`config.mk`:
```
export PLATFORM = sky130hd
export DESIGN_NAME = spiq_pair
export DESIGN_NICKNAME = d
export VERILOG_FILES = /design/src/rtl/spiq_pkg.sv /design/src/rtl/spiq_cfg.sv /design/src/rtl/spiq_ring.sv /design/src/rtl/spiq_pair.sv
export SDC_FILE = /design/constraint.sdc
export NUM_CORES = 2
export LEC_CHECK = 0
export ABC_CLOCK_PERIOD_IN_PS = 7900
export CORE_MARGIN = 1.5
export CORE_UTILIZATION = 25
export CTS_CLUSTER_DIAMETER = 50
export CTS_CLUSTER_SIZE = 12
export DETAILED_ROUTE_END_ITERATION = 16
export HOLD_SLACK_MARGIN = 0.05
export PLACE_DENSITY_LB_ADDON = 0.25
export RECOVER_POWER = 50
export SLEW_MARGIN = 20
export SYNTH_ARGS = -nofsm -noshare
export SYNTH_HDL_FRONTEND = slang
export SYNTH_SLANG_ARGS = --single-unit
export TNS_END_PERCENT = 5
```
`constraint.sdc`:
```
create_clock -name clk -period 7.9 [get_ports clk]
set_clock_uncertainty 0.1 [all_clocks]
set_input_delay 1.58 -clock clk [delete_from_list [all_inputs] [get_ports clk]]
set_output_delay 1.58 -clock clk [all_outputs]
set_load 0.005 [all_outputs]
```
`src/rtl/spiq_pkg.sv`:
```
package spiq_pkg;
   // status vector bit positions, decoded by the neighbouring register file
   localparam int unsigned ST_W        = 12;
   localparam int unsigned ST_RX_OVF   = 2;
   localparam int unsigned ST_RX_FULL  = 4;
   localparam int unsigned ST_RX_FNXT  = 5;
   localparam int unsigned ST_RX_EMPTY = 6;
   localparam int unsigned ST_RX_ENXT  = 7;
   localparam int unsigned ST_TX_FULL  = 8;
   localparam int unsigned ST_TX_FNXT  = 9;
   localparam int unsigned ST_TX_EMPTY = 10;
   localparam int unsigned ST_TX_ENXT  = 11;

   typedef struct packed {
      logic full;
      logic fnext;
      logic empty;
      logic enext;
   } q_flags_t;
endpackage

```
`src/rtl/spiq_cfg.sv`:
```
module spiq_cfg #(
   parameter int unsigned DW         = 32,
   parameter int unsigned CW         = 6,
   parameter int unsigned LW         = 6,
   parameter int unsigned D_BASE     = 4,
   parameter int unsigned D_NARROW   = 32,
   parameter int unsigned D_MID      = 16,
   parameter int unsigned D_WIDE     = 8,
   parameter int unsigned NARROW_MAX = 8,
   parameter int unsigned MID_MAX    = 16,
   parameter bit          ZEXT       = 1'b1
) (
   input  logic          clk,
   input  logic          rst_n,
   input  logic          cfg_wr,
   input  logic          cfg_big,
   input  logic [LW-1:0] cfg_flen,
   output logic [CW-1:0] depth,
   output logic [DW-1:0] mask
);
   logic [CW-1:0] depth_nx;
   logic [DW-1:0] mask_nx;

   always_comb begin
      if (!cfg_big)
         depth_nx = CW'(D_BASE);
      else if (32'(cfg_flen) <= NARROW_MAX)
         depth_nx = CW'(D_NARROW);
      else if (32'(cfg_flen) <= MID_MAX)
         depth_nx = CW'(D_MID);
      else
         depth_nx = CW'(D_WIDE);
   end

   generate
      if (ZEXT) begin : g_trim
         always_comb begin
            if (cfg_flen == '0 || 32'(cfg_flen) >= DW)
               mask_nx = '1;
            else
               mask_nx = {DW{1'b1}} >> (DW - 32'(cfg_flen));
         end
      end else begin : g_pass
         assign mask_nx = '1;
      end
   endgenerate

   always_ff @(posedge clk or negedge rst_n) begin
      if (!rst_n) begin
         depth <= CW'(D_BASE);
         mask  <= '1;
      end else if (cfg_wr) begin
         depth <= depth_nx;
         mask  <= mask_nx;
      end
   end


   depth_hold_chk: assert property (@(posedge clk) disable iff (!rst_n)
      !cfg_wr |=> ($stable(depth) && $stable(mask)));
endmodule

```
`src/rtl/spiq_ring.sv`:
```
module spiq_ring
   import spiq_pkg::*;
#(
   parameter int unsigned DW    = 32,
   parameter int unsigned SLOTS = 32,
   parameter int unsigned CW    = 6
) (
   input  logic          clk,
   input  logic          rst_n,
   input  logic [CW-1:0] depth,
   input  logic          wr_en,
   input  logic [DW-1:0] wr_data,
   input  logic          rd_en,
   output logic [DW-1:0] rd_data,
   output logic          dropped,
   output q_flags_t      flags
);
   localparam int unsigned PW = $clog2(SLOTS);

   logic [DW-1:0] mem [SLOTS];
   logic [PW-1:0] wr_ptr, rd_ptr;
   logic [CW-1:0] count;
   logic          push_ok, pop_ok;

   assign flags.full  = (count >= depth);
   assign flags.fnext = (count == depth - CW'(1));
   assign flags.empty = (count == '0);
   assign flags.enext = (count == CW'(1));

   assign push_ok = wr_en && !flags.full;
   assign pop_ok  = rd_en && !flags.empty;
   assign dropped = wr_en && flags.full;
   assign rd_data = flags.empty ? '0 : mem[rd_ptr];

   always_ff @(posedge clk) begin
      if (push_ok) mem[wr_ptr] <= wr_data;
   end

   always_ff @(posedge clk or negedge rst_n) begin
      if (!rst_n) begin
         wr_ptr <= '0;
         rd_ptr <= '0;
         count  <= '0;
      end else begin
         if (push_ok) wr_ptr <= wr_ptr + PW'(1);
         if (pop_ok)  rd_ptr <= rd_ptr + PW'(1);
         case ({push_ok, pop_ok})
            2'b10:   count <= count + CW'(1);
            2'b01:   count <= count - CW'(1);
            default: count <= count;
         endcase
      end
   end


   drop_when_full_chk: assert property (@(posedge clk) disable iff (!rst_n)
      (wr_en && flags.full && !rd_en) |=> $stable(count));

   push_pop_even_chk: assert property (@(posedge clk) disable iff (!rst_n)
      (wr_en && rd_en && !flags.full && !flags.empty) |=> $stable(count));

   last_pop_empty_chk: assert property (@(posedge clk) disable iff (!rst_n)
      (flags.enext && rd_en && !wr_en) |=> flags.empty);

   empty_read_idle_chk: assert property (@(posedge clk) disable iff (!rst_n)
      (flags.empty && rd_en && !wr_en) |=> (flags.empty && $stable(rd_ptr)));
endmodule

```
`src/rtl/spiq_pair.sv`:
```
module spiq_pair
   import spiq_pkg::*;
#(
   parameter int unsigned DW         = 32,
   parameter int unsigned SLOTS      = 32,
   parameter int unsigned D_BASE     = 4,
   parameter int unsigned D_NARROW   = 32,
   parameter int unsigned D_MID      = 16,
   parameter int unsigned D_WIDE     = 8,
   parameter int unsigned NARROW_MAX = 8,
   parameter int unsigned MID_MAX    = 16,
   parameter bit          ZEXT       = 1'b1
) (
   input  logic          clk,
   input  logic          rst_n,
   input  logic          cfg_wr,
   input  logic          cfg_big,
   input  logic [5:0]    cfg_flen,
   input  logic          tx_wr,
   input  logic [DW-1:0] tx_wdata,
   input  logic          rx_rd,
   output logic [DW-1:0] rx_rdata,
   input  logic          eng_tx_pop,
   output logic [DW-1:0] eng_tx_data,
   input  logic          eng_rx_push,
   input  logic [DW-1:0] eng_rx_data,
   output logic [ST_W-1:0] status
);
   localparam int unsigned CW = $clog2(SLOTS) + 1;
   localparam int unsigned LW = 6;

   generate
      if ((SLOTS & (SLOTS - 1)) != 0) begin : g_bad_slots
         $error("SLOTS must be a power of two");
      end
      if (D_BASE < 2 || D_NARROW > SLOTS || D_MID > SLOTS || D_WIDE > SLOTS || D_BASE > SLOTS) begin : g_bad_depth
         $error("working depths must lie in 2..SLOTS");
      end
      if (NARROW_MAX > MID_MAX) begin : g_bad_bounds
         $error("frame length bounds out of order");
      end
   endgenerate

   logic [CW-1:0] depth;
   logic [DW-1:0] mask;
   logic          rx_drop, tx_drop, ovf;
   q_flags_t      txf, rxf;

   spiq_cfg #(
      .DW(DW), .CW(CW), .LW(LW), .D_BASE(D_BASE), .D_NARROW(D_NARROW),
      .D_MID(D_MID), .D_WIDE(D_WIDE), .NARROW_MAX(NARROW_MAX),
      .MID_MAX(MID_MAX), .ZEXT(ZEXT)
   ) cfg_i (
      .clk(clk), .rst_n(rst_n), .cfg_wr(cfg_wr), .cfg_big(cfg_big),
      .cfg_flen(cfg_flen), .depth(depth), .mask(mask)
   );

   spiq_ring #(.DW(DW), .SLOTS(SLOTS), .CW(CW)) tx_q (
      .clk(clk), .rst_n(rst_n), .depth(depth),
      .wr_en(tx_wr), .wr_data(tx_wdata & mask),
      .rd_en(eng_tx_pop), .rd_data(eng_tx_data),
      .dropped(tx_drop), .flags(txf)
   );

   spiq_ring #(.DW(DW), .SLOTS(SLOTS), .CW(CW)) rx_q (
      .clk(clk), .rst_n(rst_n), .depth(depth),
      .wr_en(eng_rx_push), .wr_data(eng_rx_data & mask),
      .rd_en(rx_rd), .rd_data(rx_rdata),
      .dropped(rx_drop), .flags(rxf)
   );

   // a dropped push wins over a clearing read in the same cycle
   always_ff @(posedge clk or negedge rst_n) begin
      if (!rst_n)       ovf <= 1'b0;
      else if (rx_drop) ovf <= 1'b1;
      else if (rx_rd)   ovf <= 1'b0;
   end

   always_comb begin
      status              = '0;
      status[ST_RX_OVF]   = ovf;
      status[ST_RX_FULL]  = rxf.full;
      status[ST_RX_FNXT]  = rxf.fnext;
      status[ST_RX_EMPTY] = rxf.empty;
      status[ST_RX_ENXT]  = rxf.enext;
      status[ST_TX_FULL]  = txf.full;
      status[ST_TX_FNXT]  = txf.fnext;
      status[ST_TX_EMPTY] = txf.empty;
      status[ST_TX_ENXT]  = txf.enext;
   end


   ovf_set_chk: assert property (@(posedge clk) disable iff (!rst_n)
      (eng_rx_push && rxf.full) |=> status[ST_RX_OVF]);

   ovf_clear_chk: assert property (@(posedge clk) disable iff (!rst_n)
      (rx_rd && !(eng_rx_push && rxf.full)) |=> !status[ST_RX_OVF]);

   full_excl_chk: assert property (@(posedge clk) disable iff (!rst_n)
      $countones({txf.full, txf.fnext, txf.empty}) <= 1);

   empty_flags_chk: assert property (@(posedge clk) disable iff (!rst_n)
      $onehot0({rxf.empty, rxf.enext}) && $onehot0({txf.empty, txf.enext}));
endmodule

```
-- Yosys cells after proc, flatten, opt, wreduce, memory -nomap -nowiden
Memory sizes are Yosys's and may differ from the RTL's.
Cells that the tools add are included.
- bits of input ports: 78
- memory bits (writable): 2048
- word-level logic and storage cells: 67
- bits in registers: 71
- memories: 2
- eq/ne operators: 8
- add/sub/neg operators: 10
- reduce and logical (&&, ||, !) cells: 16
- mux-type cells: 14
- bitwise logic cells: 2
- $lt $le $gt $ge: 5
- shift operators: 1
- memories (name ; words ; bits a word ; read ports ; clocked after memory_dff ; write ports ; RTL line ; text):
    rx_q.mem ; 32 ; 32 ; 1 ; 0 ; 1 ; spiq_ring.sv:20 ; logic [DW-1:0] mem [SLOTS];
    tx_q.mem ; 32 ; 32 ; 1 ; 0 ; 1 ; spiq_ring.sv:20 ;
- operators by type and width (kind ; number):
    32-bit two-way mux ; 3
    32-bit bitwise AND ; 2
    32-bit by 32-bit >> shifter with 32-bit output (first input constant) ; 1
    6-bit one-hot mux with 2 select lines ; 2
    5-bit by 1-bit adder with 5-bit output (second input constant) ; 4
    6-bit logical NOT ; 3
    6-bit by 1-bit subtractor with 6-bit output (second input constant) ; 3
    6-bit by 1-bit adder with 6-bit output (second input constant) ; 2
    6-bit by 1-bit == test with 1-bit output (second input constant) ; 2
    6-bit == test ; 2
    6-bit greater-or-equal comparator ; 2
    6-bit two-way mux ; 2
    6-bit by 6-bit subtractor with 7-bit output (first input constant) ; 1
    6-bit greater-or-equal comparator (second input constant) ; 1
    6-bit by 4-bit less-or-equal comparator with 1-bit output (second input constant) ; 1
    6-bit by 5-bit less-or-equal comparator with 1-bit output (second input constant) ; 1
    1-bit two-way mux ; 6
    2-bit nonzero test ; 3
    1-bit logical AND ; 5
    5-bit two-way mux ; 1
    2-bit by 1-bit == test with 1-bit output (second input constant) ; 2
    2-bit == test (second input constant) ; 2
    1-bit logical NOT ; 4
    1-bit logical OR ; 1

-- Logic depth before layout (Yosys ltp)
- depth in word-level cells: 5
- gate-level depth with buffers: 12
- depth with buffers taken out: 10

-- Hierarchy
A second synthesis with hierarchy kept.
- cells, all modules: 4178
- area, all modules: 83251.1 sq um
- modules (own cells, without submodules) (module ; times used ; area an instance (sq um) ; seq. area each (sq um) ; cells an instance):
    spiq_ring at tx_q ; 1 ; 40657.7 ; 31149.9 ; 1986
    spiq_ring at rx_q ; 1 ; 40124.7 ; 31149.9 ; 1909
    spiq_cfg ; 1 ; 1998.2 ; 942.2 ; 211
    spiq_pair ; 1 ; 470.5 ; 25.0 ; 72

-- Least setup slack after synthesis
Ideal clock, no wire load.
- kind: input to register
- start: input port tx_wr
- end: memory tx_q.mem[23][0], enable pin
- arrival time: 3.765 ns
- required time: 7.379 ns
- path slack: 3.614 ns
- stages: 5
- buffers on the path: 1
- cells stage by stage: nand2b_1 a221oi_2 nand2_1 clkbuf_1 nor2_1
- cells in the longest elaborated chain, start to end: 3
- ends and longest elaborated chain (what ; RTL line ; text):
    start, declared ; spiq_pair.sv:19 ; input logic tx_wr,
    1-bit logical AND ; spiq_ring.sv:30 ; assign push_ok = wr_en && !flags.full;
    1-bit two-way mux ; spiq_ring.sv:36 ; if (push_ok) mem[wr_ptr] <= wr_data;
    1-bit two-way mux (implied by the code) ; spiq_ring.sv:36 ;
    end, declared ; spiq_ring.sv:20 ;
No other way between the ends.

-- Final worst setup path
- start: register tx_q.rd_ptr[2]
- end: output port eng_tx_data[23]
- cells in the longest elaborated chain, start to end: 2
- ends and longest elaborated chain (what ; RTL line ; text):
    start, declared ; spiq_ring.sv:21 ; logic [PW-1:0] wr_ptr, rd_ptr;
    start signal, assigned ; spiq_ring.sv:46 ; if (pop_ok) rd_ptr <= rd_ptr + PW'(1);
    memory 32 x 32 bit ; n/a ;
    32-bit two-way mux ; spiq_ring.sv:33 ; assign rd_data = flags.empty ? '0 : mem[rd_ptr];
    end, declared ; spiq_pair.sv:24 ; output logic [DW-1:0] eng_tx_data,
No other way between the ends.

==> impl_metrics.py <==
metrics = {
    "timing": {
        "max_freq_mhz": 150,
        "finalMaxSlewViolations": 2057,
        "rsz0062_at_grt": "no",
        "setup_slack_ns": 1.23,
        "finalSetupViolations": 0,
        "finalCritPeriodShare": 0.844,
        "worst_slew_pin_slew_ns": 3.59,
        "finalHoldViolations": 0,
        "setup_tns_ns": 0,
        "period_minus_slack_ns": 6.67,
        "max_slew_margin": -1.39,
    },
    "flow_run": {
        "drv_cap": 64,
    },
    "critical_path": {
        "criticalPathCategory": "reg2out",
        "critical-path-max-stage-delay_ns": 1.02,
        "crit_path_end_kind": "primary output",
        "crit_required_ns": 6.22,
        "crit_chain": "nand3b_1, buf_4, o22ai_1, a2111oi_1, a211oi_1, clkdlybuf4s50_1",
        "critPathArrivalTime_ns": 4.99,
        "slowest_stage": "dfrtp_4",
        "start_kind": "flip-flop",
        "crit_fanout": 50,
    },
    "synthesis": {
        "ys.flop_type": "edfxtp_1",
        "synth_edf_count": 2048,
        "syn_area_um2": 82500,
        "synth_warnings": 0,
        "syn_avg_cell_area_um2": 21.0,
        "synthCells": 3933,
        "ys_ff_latch": 2117,
        "ys_seq_area_frac": 0.767,
        "synth_cell_types": 62,
        "async_reset_ff_frac": 0.0326,
    },
    "placement": {
        "hpwl_um": 148000,
        "dp_slack_ns": 2.11,
        "place.gp.congestion": 0.734,
        "dp.cells": 8338,
        "port-buffer-count": 150,
    },
    "route": {
        "drt_iter0_markers": 3764,
        "totalWireLength_um": 245000,
        "wl_met2_um": 118000,
        "wl_met1_um": 107000,
        "vias": 40900,
        "top_layer_used": "met5",
        "viasPerCell": 4.65,
        "drc": 0,
        "routed-wl-met3_um": 13300,
        "drt-wirelength-per-cell_um": 27.9,
        "dr.pass1.iters": 6,
        "final_antenna_net_count": 0,
    },
    "clocking": {
        "cts_setup_buffers": 0,
        "clk_path_buf_depth": 4,
        "cts_tree": "built",
        "cts_hold_buf": 0,
        "cts.clk_slew.worst_paths_ns": 0.06,
        "h-tree-depth": 5,
        "clk_latency_ns": 0.90,
        "cts_resized": 0,
        "cts_buffers": 264,
        "cts_sinks": 2117,
        "ctsRootBufferMaster": "clkbuf_16",
    },
    "min_path": {
        "hp-class": "reg2reg",
    },
    "final_layout": {
        "multi_input_area_um2": 18300,
        "final_layout_size_suffix_gt1_frac": 0.244,
        "nets": 4367,
        "fillers": 31600,
        "seq_area_um2": 63300,
        "fin_cells": 8803,
        "final_util": 0.301,
        "areaGrowthSynthToFinish_pct": 19.6,
    },
    "grt": {
        "grt_usage": 0.144,
        "grt_max_degree": 97,
        "grt_pass1_wl_um": 339000,
        "grt_pass1_vias": 42000,
        "antenna_found_initial": 39,
        "grt-ovfl-total": 0,
    },
    "run_status": {
        "failed_checks": "max-capacitance violations, max-slew violations",
        "outcome": "finished with violations",
    },
    "pwr": {
        "p_per_area_nw_per_um2": 360,
        "ir_worst_vdd_mv": 0.238,
        "power_leakage_nw": 30.9,
    },
    "die": {
        "coreArea_um2": 328000,
        "dieArea_um2": 333000,
        "ios": 154,
        "initial_utilization": 0.252,
        "die_h_um": 577,
        "die_w_um": 577,
        "row_count": 210,
    },
}
==> synthesized netlist by cell type, types with 30 or more instances <==
| cell | instances | share of area |
|---|---|---|
| inv_1 | 36 | 0.0016 |
| o221ai_1 | 64 | 0.0068 |
| mux4_2 | 384 | 0.10 |
| a2111oi_2 | 32 | 0.0058 |
| buf_2 | 43 | 0.0026 |
| nor2_1 | 117 | 0.0053 |
| dfstp_2 | 33 | 0.011 |
| buf_6 | 30 | 0.0041 |
| a22oi_1 | 65 | 0.0059 |
| edfxtp_1 | 2048 | 0.75 |
| nand2_1 | 32 | 0.0015 |
| dfrtp_1 | 36 | 0.011 |
| a22o_1 | 64 | 0.0068 |
| ha_1 | 30 | 0.0046 |
| clkbuf_1 | 117 | 0.0053 |
| buf_4 | 33 | 0.0030 |
| a21oi_1 | 77 | 0.0047 |
| o22ai_1 | 81 | 0.0061 |
| and2_1 | 69 | 0.0052 |
| mux2i_1 | 259 | 0.031 |
| a211oi_1 | 70 | 0.0064 |
==> per-stage QoR <==
stage,instance area (µm²),hold slack [ns],total power [W]
after floorplan,82500,0.365,0.0197
after global placement,89700,0.396,0.0239
after detailed placement,90000,0.402,0.0239
after CTS,98700,0.410,0.0361
after global routing,98600,0.432,0.0369
final,98600,0.410,0.0355
==> worst max-delay path, delay by kind of cell, from the launching register on <==
family                 cells  cell delay, ns
and+or+nand+nor            1            0.46
buffers and inverters      2            1.19
DFF                        1            1.02
AOI/OAI and AO/OA          3            1.38
==> state kept, by name, summed over array words and instances, names as in the netlist <==
register     flops
tx_q.rd_ptr      5
cfg_i.depth      4
rx_q.rd_ptr      5
tx_q.mem      1024
cfg_i.mask      32
tx_q.wr_ptr      5
rx_q.count       6
rx_q.wr_ptr      5
tx_q.count       6
ovf              1
rx_q.mem      1024
==> logic make-up after synthesis <==
logic type                 count (synthesis)  synth area share
xor gates and xnor gates                  38           0.00404
muxes                                    646             0.137
AOI/OAI and AO/OA                        533            0.0514
DFF                                     2117             0.767
adders and majority gates                 30           0.00455
other                                      1         0.0000455
and+or+nand+nor                          294            0.0180
buffers and inverters                    274            0.0178
==> layer usage <==
metal / vias to the layer above / global-route usage
met3: 349 / 0.0269
met5: - / 0
met4: 10 / 0.0460
met1: 22100 / 0.194
met2: 1201 / 0.236
li1: 17200 / -
==> placed cells by master, fill, tap and decap left out, types with 28 or more instances in the layout <==
| cell type | Yosys | final |
|---|---|---|
| a2111oi_2 | 32 | 32 |
| a211oi_1 | 70 | 70 |
| a21oi_1 | 77 | 77 |
| a22o_1 | 64 | 64 |
| a22oi_1 | 65 | 65 |
| and2_0 | 0 | 58 |
| buf_4 | 33 | 110 |
| clkbuf_1 | 117 | 45 |
| clkbuf_16 | 0 | 269 |
| clkdlybuf4s50_1 | 0 | 80 |
| dfrtp_1 | 36 | 28 |
| dfstp_2 | 33 | 33 |
| dlygate4sd3_1 | 0 | 68 |
| edfxtp_1 | 2048 | 2048 |
| ha_1 | 30 | 30 |
| inv_1 | 36 | 36 |
| mux2i_1 | 259 | 259 |
| mux4_2 | 384 | 384 |
| nand2_1 | 32 | 32 |
| nor2_1 | 117 | 51 |
| nor2_4 | 0 | 65 |
| o221ai_1 | 64 | 64 |
| o22ai_1 | 81 | 81 |
| xnor2_1 | 28 | 28 |
==> final timing paths <==
check	slack, ns	depth (start not counted)	from	endpoint
worst max register to register	2.93	8	tx_q.count[3]	tx_q.count[5]
worst min-delay path	0.41	2	cfg_i.mask[23]	cfg_i.mask[23]
max in group asynchronous	2.39	2	rst_n	tx_q.rd_ptr[4]
min in group asynchronous	0.82	1	rst_n	rx_q.wr_ptr[4]
worst min register to register	0.41	2	cfg_i.mask[23]	cfg_i.mask[23]
worst max-delay path	1.23	6	tx_q.rd_ptr[2]	eng_tx_data[23]
==> power breakdown <==
part	switching [W]	internal, W
clock network	0.00488	0.00719
registers	0.000758	0.0130
logic	0.00550	0.00423
total	0.0111	0.0244
==> area by class of cell <==
type / instances / area share
Multi-Input combinational cell: 1544 / 0.185
Antenna cell: 20 / 0.000508
Clock inverter: 154 / 0.0191
Timing Repair Buffer: 296 / 0.0277
Sequential cell: 2117 / 0.642
Tap cell: 4346 / 0.0551
Inverter: 36 / 0.00137
Clock buffer: 290 / 0.0691
Power figures use the tool's default switching activity.
